<file path="config.mk">
export PLATFORM = sky130hd
export DESIGN_NAME = xcvr_pwr_seq
export DESIGN_NICKNAME = d
export VERILOG_FILES = /design/src/rtl/xcvr_pwr_pkg.sv /design/src/rtl/xcvr_us_tick.sv /design/src/rtl/xcvr_poll_timer.sv /design/src/rtl/xcvr_pwr_seq.sv
export SDC_FILE = /design/constraint.sdc
export NUM_CORES = 1
export LEC_CHECK = 0
export ABC_AREA = 1
export BUFFER_PORTS_ARGS = -buffer_cell sky130_fd_sc_hd__buf_4
export CORE_MARGIN = 3
export CORE_UTILIZATION = 34
export CTS_BUF_LIST = sky130_fd_sc_hd__clkbuf_16
export DETAILED_ROUTE_END_ITERATION = 16
export PLACE_DENSITY_LB_ADDON = 0.08
export SLEW_MARGIN = 10
export SYNTH_ARGS = -nofsm -noshare
export SYNTH_HDL_FRONTEND = slang
export SYNTH_SLANG_ARGS = --single-unit
</file>
<file path="constraint.sdc">
create_clock -name clk -period 2.8 [get_ports clk]
set_clock_uncertainty 0.2 [all_clocks]
set_input_delay 0.56 -clock clk [delete_from_list [all_inputs] [get_ports clk]]
set_output_delay 0.56 -clock clk [all_outputs]
set_load 0.03 [all_outputs]
</file>
<file path="src/rtl/xcvr_pwr_pkg.sv">
package xcvr_pwr_pkg;

    localparam logic [2:0] PWR_DIS = 3'h4;
    localparam logic [2:0] PWR_SLP = 3'h5;
    localparam logic [2:0] PWR_SNZ = 3'h6;
    localparam logic [2:0] PWR_EN  = 3'h7;

    typedef enum logic [1:0] {
        OP_NONE = 2'b00,
        OP_ON   = 2'b01,
        OP_OFF  = 2'b10,
        OP_RST  = 2'b11
    } seq_op_e;

    typedef enum logic [3:0] {
        ST_IDLE,
        ST_ON_PLL,
        ST_ON_WPLL,
        ST_ON_TX,
        ST_ON_RX,
        ST_ON_WCMN,
        ST_OFF_TX,
        ST_OFF_RX,
        ST_OFF_PLL,
        ST_RST_PLL,
        ST_RST_TX,
        ST_RST_RX,
        ST_RST_POR,
        ST_RST_HOLD
    } seq_st_e;

    typedef struct packed {
        seq_st_e    st;
        logic [2:0] pll;
        logic [2:0] tx;
        logic [2:0] rx;
        logic       por;
        logic       busy;
        logic       done;
        logic       err;
    } seq_ctl_t;

    function automatic int imax(input int a, input int b);
        return (a > b) ? a : b;
    endfunction

endpackage

</file>
<file path="src/rtl/xcvr_us_tick.sv">
module xcvr_us_tick #(
    parameter int DIV = 100
) (
    input  logic clk,
    input  logic rst_n,
    output logic tick_o
);

    generate
        if (DIV <= 1) begin : g_pass
            assign tick_o = 1'b1;
        end else begin : g_div
            localparam int CW = $clog2(DIV);
            localparam logic [CW-1:0] LAST = CW'(DIV - 1);

            logic [CW-1:0] cnt_d, cnt_q;

            always_comb begin
                cnt_d = (cnt_q == LAST) ? '0 : cnt_q + CW'(1);
            end

            always_ff @(posedge clk or negedge rst_n) begin
                if (!rst_n) cnt_q <= '0;
                else        cnt_q <= cnt_d;
            end

            assign tick_o = (cnt_q == LAST);
        end
    endgenerate

endmodule

</file>
<file path="src/rtl/xcvr_poll_timer.sv">
module xcvr_poll_timer #(
    parameter int IVL_W = 10,
    parameter int US_W  = 17
) (
    input  logic             clk,
    input  logic             rst_n,
    input  logic             clr_i,
    input  logic             tick_i,
    input  logic [IVL_W-1:0] ivl_i,
    input  logic [US_W-1:0]  lim_i,
    output logic             smp_o,
    output logic             lim_hit_o
);

    typedef struct packed {
        logic [IVL_W-1:0] ivl;
        logic [US_W-1:0]  elp;
        logic             first;
    } tmr_t;

    tmr_t tmr_d, tmr_q;

    always_comb begin
        tmr_d = tmr_q;
        if (clr_i) begin
            tmr_d.ivl   = '0;
            tmr_d.elp   = '0;
            tmr_d.first = 1'b1;
        end else begin
            tmr_d.first = 1'b0;
            if (tick_i) begin
                if (tmr_q.elp < lim_i) tmr_d.elp = tmr_q.elp + US_W'(1);
                tmr_d.ivl = (tmr_q.ivl == ivl_i - IVL_W'(1)) ? '0 : tmr_q.ivl + IVL_W'(1);
            end
        end
    end

    always_ff @(posedge clk or negedge rst_n) begin
        if (!rst_n) tmr_q <= '0;
        else        tmr_q <= tmr_d;
    end

    assign smp_o     = tmr_q.first | (tick_i & (tmr_q.ivl == ivl_i - IVL_W'(1)));
    assign lim_hit_o = ({1'b0, tmr_q.elp} + (US_W+1)'(tick_i)) >= {1'b0, lim_i};

endmodule

</file>
<file path="src/rtl/xcvr_pwr_seq.sv">
module xcvr_pwr_seq
    import xcvr_pwr_pkg::*;
#(
    parameter int CLKS_PER_US = 100,
    parameter int PLL_POLL_US = 1000,
    parameter int PLL_TMO_US  = 100000,
    parameter int CMN_POLL_US = 100,
    parameter int CMN_TMO_US  = 100000,
    parameter int POR_US      = 1000
) (
    input  logic       clk,
    input  logic       rst_n,
    input  logic       cmd_valid_i,
    input  logic [1:0] cmd_op_i,
    input  logic       pll_ready_i,
    input  logic       cmn_ok_i,
    output logic [2:0] pll_state_o,
    output logic [2:0] tx_state_o,
    output logic [2:0] rx_state_o,
    output logic       por_o,
    output logic       busy_o,
    output logic       done_o,
    output logic       err_o
);

    localparam int MAX_US  = imax(imax(PLL_TMO_US, CMN_TMO_US), POR_US);
    localparam int MAX_IVL = imax(PLL_POLL_US, CMN_POLL_US);
    localparam int US_W    = $clog2(MAX_US + 1);
    localparam int IVL_W   = $clog2(MAX_IVL + 1);

    logic             tick;
    logic             tmr_clr;
    logic             smp;
    logic             lim_hit;
    logic [IVL_W-1:0] ivl_sel;
    logic [US_W-1:0]  lim_sel;

    seq_ctl_t ctl_d, ctl_q;

    xcvr_us_tick #(.DIV(CLKS_PER_US)) u_tick (
        .clk    (clk),
        .rst_n  (rst_n),
        .tick_o (tick)
    );

    xcvr_poll_timer #(.IVL_W(IVL_W), .US_W(US_W)) u_tmr (
        .clk       (clk),
        .rst_n     (rst_n),
        .clr_i     (tmr_clr),
        .tick_i    (tick),
        .ivl_i     (ivl_sel),
        .lim_i     (lim_sel),
        .smp_o     (smp),
        .lim_hit_o (lim_hit)
    );

    // Interval and limit follow the wait the controller is in.
    always_comb begin
        ivl_sel = IVL_W'(1);
        lim_sel = '0;
        case (ctl_q.st)
            ST_ON_WPLL: begin
                ivl_sel = IVL_W'(PLL_POLL_US);
                lim_sel = US_W'(PLL_TMO_US);
            end
            ST_ON_WCMN: begin
                ivl_sel = IVL_W'(CMN_POLL_US);
                lim_sel = US_W'(CMN_TMO_US);
            end
            ST_RST_HOLD: lim_sel = US_W'(POR_US);
            default: ;
        endcase
    end

    always_comb begin
        ctl_d      = ctl_q;
        ctl_d.done = 1'b0;
        tmr_clr    = 1'b0;
        case (ctl_q.st)
            ST_IDLE: begin
                if (cmd_valid_i && (seq_op_e'(cmd_op_i) != OP_NONE)) begin
                    ctl_d.busy = 1'b1;
                    ctl_d.err  = 1'b0;
                    case (seq_op_e'(cmd_op_i))
                        OP_ON:   ctl_d.st = ST_ON_PLL;
                        OP_OFF:  ctl_d.st = ST_OFF_TX;
                        default: ctl_d.st = ST_RST_PLL;
                    endcase
                end
            end
            ST_ON_PLL: begin
                ctl_d.pll = PWR_EN;
                ctl_d.st  = ST_ON_WPLL;
                tmr_clr   = 1'b1;
            end
            ST_ON_WPLL: begin
                if (smp) begin
                    if (pll_ready_i) begin
                        ctl_d.st = ST_ON_TX;
                    end else if (lim_hit) begin
                        ctl_d.st   = ST_IDLE;
                        ctl_d.busy = 1'b0;
                        ctl_d.done = 1'b1;
                        ctl_d.err  = 1'b1;
                    end
                end
            end
            ST_ON_TX: begin
                ctl_d.tx = PWR_EN;
                ctl_d.st = ST_ON_RX;
            end
            ST_ON_RX: begin
                ctl_d.rx = PWR_EN;
                ctl_d.st = ST_ON_WCMN;
                tmr_clr  = 1'b1;
            end
            ST_ON_WCMN: begin
                if (smp) begin
                    if (cmn_ok_i) begin
                        ctl_d.st   = ST_IDLE;
                        ctl_d.busy = 1'b0;
                        ctl_d.done = 1'b1;
                    end else if (lim_hit) begin
                        ctl_d.st   = ST_IDLE;
                        ctl_d.busy = 1'b0;
                        ctl_d.done = 1'b1;
                        ctl_d.err  = 1'b1;
                    end
                end
            end
            ST_OFF_TX: begin
                ctl_d.tx = PWR_DIS;
                ctl_d.st = ST_OFF_RX;
            end
            ST_OFF_RX: begin
                ctl_d.rx = PWR_DIS;
                ctl_d.st = ST_OFF_PLL;
            end
            ST_OFF_PLL: begin
                ctl_d.pll  = PWR_DIS;
                ctl_d.st   = ST_IDLE;
                ctl_d.busy = 1'b0;
                ctl_d.done = 1'b1;
            end
            ST_RST_PLL: begin
                ctl_d.pll = PWR_DIS;
                ctl_d.st  = ST_RST_TX;
            end
            ST_RST_TX: begin
                ctl_d.tx = PWR_DIS;
                ctl_d.st = ST_RST_RX;
            end
            ST_RST_RX: begin
                ctl_d.rx = PWR_DIS;
                ctl_d.st = ST_RST_POR;
            end
            ST_RST_POR: begin
                ctl_d.por = 1'b1;
                ctl_d.st  = ST_RST_HOLD;
                tmr_clr   = 1'b1;
            end
            ST_RST_HOLD: begin
                if (lim_hit) begin
                    ctl_d.por  = 1'b0;
                    ctl_d.st   = ST_IDLE;
                    ctl_d.busy = 1'b0;
                    ctl_d.done = 1'b1;
                end
            end
            default: ctl_d.st = ST_IDLE;
        endcase
    end

    always_ff @(posedge clk or negedge rst_n) begin
        if (!rst_n) begin
            ctl_q      <= '0;
            ctl_q.st   <= ST_IDLE;
            ctl_q.pll  <= PWR_DIS;
            ctl_q.tx   <= PWR_DIS;
            ctl_q.rx   <= PWR_DIS;
        end else begin
            ctl_q <= ctl_d;
        end
    end

    assign pll_state_o = ctl_q.pll;
    assign tx_state_o  = ctl_q.tx;
    assign rx_state_o  = ctl_q.rx;
    assign por_o       = ctl_q.por;
    assign busy_o      = ctl_q.busy;
    assign done_o      = ctl_q.done;
    assign err_o       = ctl_q.err;

endmodule

</file>
# Word-level counts from Yosys, hierarchy flattened
# Index checks and enable logic that the tools add are counted.
[totals]
inputBits = 7
regBits = 52
[classes]
magnitude_cmp = 2
add_sub_neg = 5
eq_ne = 23
n_mux = 32
n_reduce_logical = 21
n_bitwise = 2
[op_table]
columns = ["operator", "n"]
rows = [
  ["$pmux W4 S13", 1],
  ["$pmux W17 S2", 1],
  ["$mux W28", 1],
  ["$mux W27", 1],
  ["$eq A4 B4 Y1 const B", 6],
  ["$mux W4", 6],
  ["$pmux W10 S2", 1],
  ["$add A17 B1 Y18", 1],
  ["$ge A18 B17 Y1", 1],
  ["$pmux W3 S2", 3],
  ["$add A17 B1 Y17 const B", 1],
  ["$lt A17 B17 Y1", 1],
  ["$mux W17", 1],
  ["$eq A4 B3 Y1 const B", 4],
  ["$mux W3", 5],
  ["$reduce_bool A2 Y1", 7],
  ["$ne A2 B2 Y1 const B", 6],
  ["$reduce_and A6 Y1", 2],
  ["$add A10 B1 Y10 const B", 1],
  ["$eq A10 B10 Y1", 1],
  ["$mux W10", 1],
  ["$sub A10 B1 Y10 const B", 1],
  ["$eq A4 B2 Y1 const B", 2],
  ["$pmux W4 S2", 1],
  ["other kinds (22)", 29],
]

# Depth between registers and ports, before layout
[logic_depth]
ltp_word = 8
depth_mapped = 24
mapped_depth_nobuf = 24

# Hierarchy
# From an unflattened synthesis, not the netlist that was laid out.
[hier_totals]
cells_unflattened = 725
hier_area_um2 = 4660.7
[by_module_without_submodules]
columns = ["module", "cells_per_inst", "instances", "seq_area_each_um2", "area_per_inst_um2"]
rows = [
  ["xcvr_poll_timer", 536, 1, 700.7, 3349.5],
  ["xcvr_pwr_seq", 147, 1, 275.3, 949.7],
  ["xcvr_us_tick", 42, 1, 175.2, 361.6],
]

# Worst setup path after synthesis
# Ideal clock, no wire load.
[synth_timing]
path_type = "register to register"
start = "reg u_tick.g_div.cnt_q[0]"
end = "reg ctl_q, in the netlist busy_o"
setup_slack_ns = -0.313
t_required_ns = 2.483
period_less_slack_ns = 3.113
setup_ns = 0.117
arrival_ns = 2.796
stages_incl_launch_ff = 19
cell_sequence = "dfrtp_1 ha_1 nand2_1 nor2_4 ha_1 ha_1 nand2_1 inv_1 nand3_2 nor3_1 xor2_1 ha_1 a21o_1 nor2_1 nand3_2 nand2_1 inv_1 nand2_1 nand2_1"
[synth_via]
elab_chain_len = 7
elab_cells_between_ends = 15
cone_classes = "1 x add/sub; 1 x order compare; 4 x eq/ne; 6 x mux; 2 x bitwise; 1 x reduce/logical"
[synth_rtl]
columns = ["element", "line", "rtl"]
rows = [
  ["from (decl)", "xcvr_us_tick.sv:16", "logic [CW-1:0] cnt_d, cnt_q;"],
  ["from (signal assigned)", "xcvr_us_tick.sv:24", "else cnt_q <= cnt_d;"],
  ["$eq A7 B7 Y1 *", "xcvr_us_tick.sv:27", "assign tick_o = (cnt_q == LAST);"],
  ["$add A17 B1 Y18", "xcvr_poll_timer.sv:44", "assign lim_hit_o = ({1'b0, tmr_q.elp} + (US_W+1)'(tick_i)) >= {1'b0, lim_i};"],
  ["$ge A18 B17 Y1", "xcvr_poll_timer.sv:44", ""],
  ["$mux W3", "n/a", ""],
  ["$mux W2 or $mux W3 (tied branches)", "n/a", ""],
  ["$mux W3 (on tied branches)", "n/a", ""],
  ["$pmux W1 S5", "n/a", ""],
  ["to (signal assigned)", "xcvr_pwr_seq.sv:182", "ctl_q <= ctl_d;"],
  ["to (decl)", "xcvr_pwr_seq.sv:38", "seq_ctl_t ctl_d, ctl_q;"],
]
# Mark *: on every way between the ends. The rest lies on a longest branch, timed or not. The select of a mux whose other input is x is not followed.
# A chain may end at the register's enable or synchronous reset.

# Worst setup path after layout
[layout_timing]
start = "reg u_tick.g_div.cnt_q[3]"
end = "reg ctl_q, in the netlist busy_o"
# Same word-level chain as after synthesis.

==> out/results.ini <==
[floorplanning]
start_util_pct=35.64
ios=20
core_area_um2=10000
rows=36
die_w_um=108.4
dieArea_um2=11750
chipHeight_um=108.4

[cells_and_area]
drive_gt1_share_pct=25.18
instances_no_fill=701
finalNetCount=599
diodes=0
area_growth_pct=26.33

[outcome]
violations=setup timing
status=finished, violations left

[setup_path]
startpoint_type=flop
path_class=reg2reg
crit_path_top_delay_cell=dfrtp_1
critPathMaxFanout=5
worstPathCellList=inv_2 > nand4_1 > nor2_4 > ha_4 > ha_4 > nand2_4 > inv_4 > nand3_4 > nor2_4 > xor2_1 > ha_1 > nand2_2 > nor2_2 > a211oi_2 > nand2_1 > nand2_1 > nand2_2 > nand2_4 > nand3_4 > nand2_2 > inv_2 > nand2_1 > nand2_1
crit_path_end_kind=flop
arrival_ps=3020
crit_required_ps=2780
regToRegSetupSlack_ps=-230
cpMostUsedCell=nand2_1
slowest_delay_ps=380
worstRegToRegCells=23

[synthesis]
synth_area_um2=3563
ys_async_sr_fraction_pct=100.0
yosysUniqueCellTypes=40
synth_edf_count=0
synth-xor-area-share_pct=5.899
synthMuxAreaShare_pct=0
synth_compound_area_share_pct=9.691
synth_top_family_by_area=simple AND/OR/NAND/NOR gates
synthAdderAreaFrac_pct=8.778
synth.yosys.seq_area_share_pct=32.30
synth_top_area_share_pct=32.30
ys_ff_latch=46
ys_top_cells_by_area=dfrtp_1, nand2_1, ha_1
ys_warn_count=0
synthTopCellsByCount=nand2_1, nor2_1, inv_1
syn_inst=498
yosys.area_share.simple_pct=33.32
synth_most_common_cell=nand2_1
synthFlopType=dfrtp_1
synth_area_leader_cell=dfrtp_1
syn_area_per_cell_um2=7.155

[power_and_ir_drop]
combPwrFrac_pct=55.1
p_clk_share_pct=19.5
seqPwrFrac_pct=25.4
power_density_nw_per_um2=699.1
swShare_pct=45.99
ir_drop_mv=0.4333
p_leak_nw=2.261
p_int_mw=1.700
switchingPower_mw=1.447

[grt]
grt_use_total_pct=17.36
grt_pass1_wl_um=15970
grt_max_degree=47
grt_antenna_before_repair=0
grt_pass1_vias=3231
overflow=0

[sta]
hold_ws_ps=74.58
slew_headroom_pct=58.48
max_freq_mhz=329.6
finalCriticalPeriod_ps=3034
drv_slew=0
tightest_slew_ps=622.8
setup_slack_ps=-234.2
min_period_over_period_pct=108.4
setup_viol=8
rsz0062_at_grt=yes
final-hold-violation-count=0

[drt]
drt_pass1_iterations=4
drt_iter0_drc=167
num_vias=3365
ant_nets=0
drt-vias-per-instance=4.800
drc=0
wire_per_inst_um=13.72
wirelength_um=9620

[cts]
clkTransAtPathRegs_ps=70
cts_hold_buffers=0
cts_tree=yes
cts_made_buffers=5
clock_latency_ps=290
h-tree-depth=2
clockBufferDepth=2
clock-sinks=46
root_buffer=clkbuf_16

[worst_hold_path]
hold_class=in2async

[placement]
dp.cells=688
place_hpwl_um=7484
dp_slack_ps=-290.9
io_buffers=16
finalWeightedCongestion=0.8759

[run]
drv_cap=0

sequential cells by signal, indices dropped and copies added, names as in the netlist:
register / flops
u_tick.g_div.cnt_q: 7
pll_state_o: 1
busy_o: 1
err_o: 1
rx_state_o: 1
ctl_q: 4
tx_state_o: 1
por_o: 1
u_tmr.tmr_q: 28
done_o: 1
stage by stage:
step / setup TNS [ps] / util, % / cell area (um^2) / power, mW
floorplan: -858.4 / - / 3611 / 1.889
global placement: -1755 / 42.02 / 4202 / 2.410
detailed placement: -1970 / 42.02 / 4202 / 2.417
CTS: -1812 / 43.86 / 4385 / 3.075
global route: -3575 / 45.02 / 4502 / 3.407
finish: -1527 / 45.02 / 4502 / 3.147
cell usage in the layout (no fill, tap or decap), types with 3 or more instances in the layout:
cell type	n
nand2_1	101
buf_4	74
nor2_1	61
inv_1	57
dfrtp_1	46
nand3_1	33
o21ai_0	22
ha_1	22
xor2_1	19
a21oi_1	15
nand4_1	12
nand2_2	11
inv_2	8
nor3_1	8
nor2_4	7
nor2_2	7
nand2_4	5
xnor2_1	5
o22ai_1	5
clkbuf_16	5
nand3_2	4
nor3_2	3
a21oi_2	3
o21ai_1	3
o31ai_1	3
conb_1	3
worst max-delay path: cells and delay by family (launching register included):
family | cells | cell delay (ps)
buffers and inverters | 3 | 150
AOI/OAI and AO/OA | 1 | 180
xor gates and xnor gates | 1 | 150
and+or+nand+nor | 15 | 1300
adders and majority gates | 3 | 560
DFF | 1 | 380
area by class of cell:
cell class                      count  area (um^2)
Clock buffer                        5        125.1
Clock inverter                      3        21.27
Fill cell                        1048         5498
Inverter                           69        264.0
Multi-Input combinational cell    371         2218
Sequential cell                    46         1151
Tap cell                          133        166.4
Timing Repair Buffer               74        555.5
layer usage:
layer / wire length (um) / global-route usage [%] / vias to the layer above
li1: - / - / 1745
met1: 4809 / 23.85 / 1556
met2: 4358 / 28.95 / 53
met3: 327 / 2.328 / 11
met4: 125 / 4.238 / 0
met5: 0 / 0 / -
kinds of logic (layout without fill, tap and decap cells):
logic type / after synthesis / count (layout)
and+or+nand+nor: 259 / 259
xor gates and xnor gates: 24 / 24
other: 1 / 3
buffers and inverters: 83 / 151
AOI/OAI and AO/OA: 60 / 60
DFF: 46 / 46
adders and majority gates: 25 / 25
final timing paths:
check | start | to
worst max register to register | u_tick.g_div.cnt_q[3] | busy_o
max in group asynchronous | rst_n | busy_o
worst min register to register | busy_o | busy_o
worst max-delay path | u_tick.g_div.cnt_q[3] | busy_o
worst min-delay path | rst_n | u_tmr.tmr_q[15]
min in group clk | busy_o | busy_o
power groups by stage:
stage	logic, mW	clock network [mW]	registers [mW]
finish	1.73	0.614	0.799
global route	1.94	0.658	0.811
CTS	1.64	0.635	0.798
detailed placement	1.61	0	0.810
global placement	1.60	0	0.809
floorplan	1.03	0	0.857
timing repair:
item / 4_1_cts / 5_1_grt
buffers inserted: 1 / 4
pin swaps: 11 / 21
resized for setup: 9 / 23
endpoints found under the setup margin: 16 / 24
Note: power is estimated with default switching activity, not from simulation.
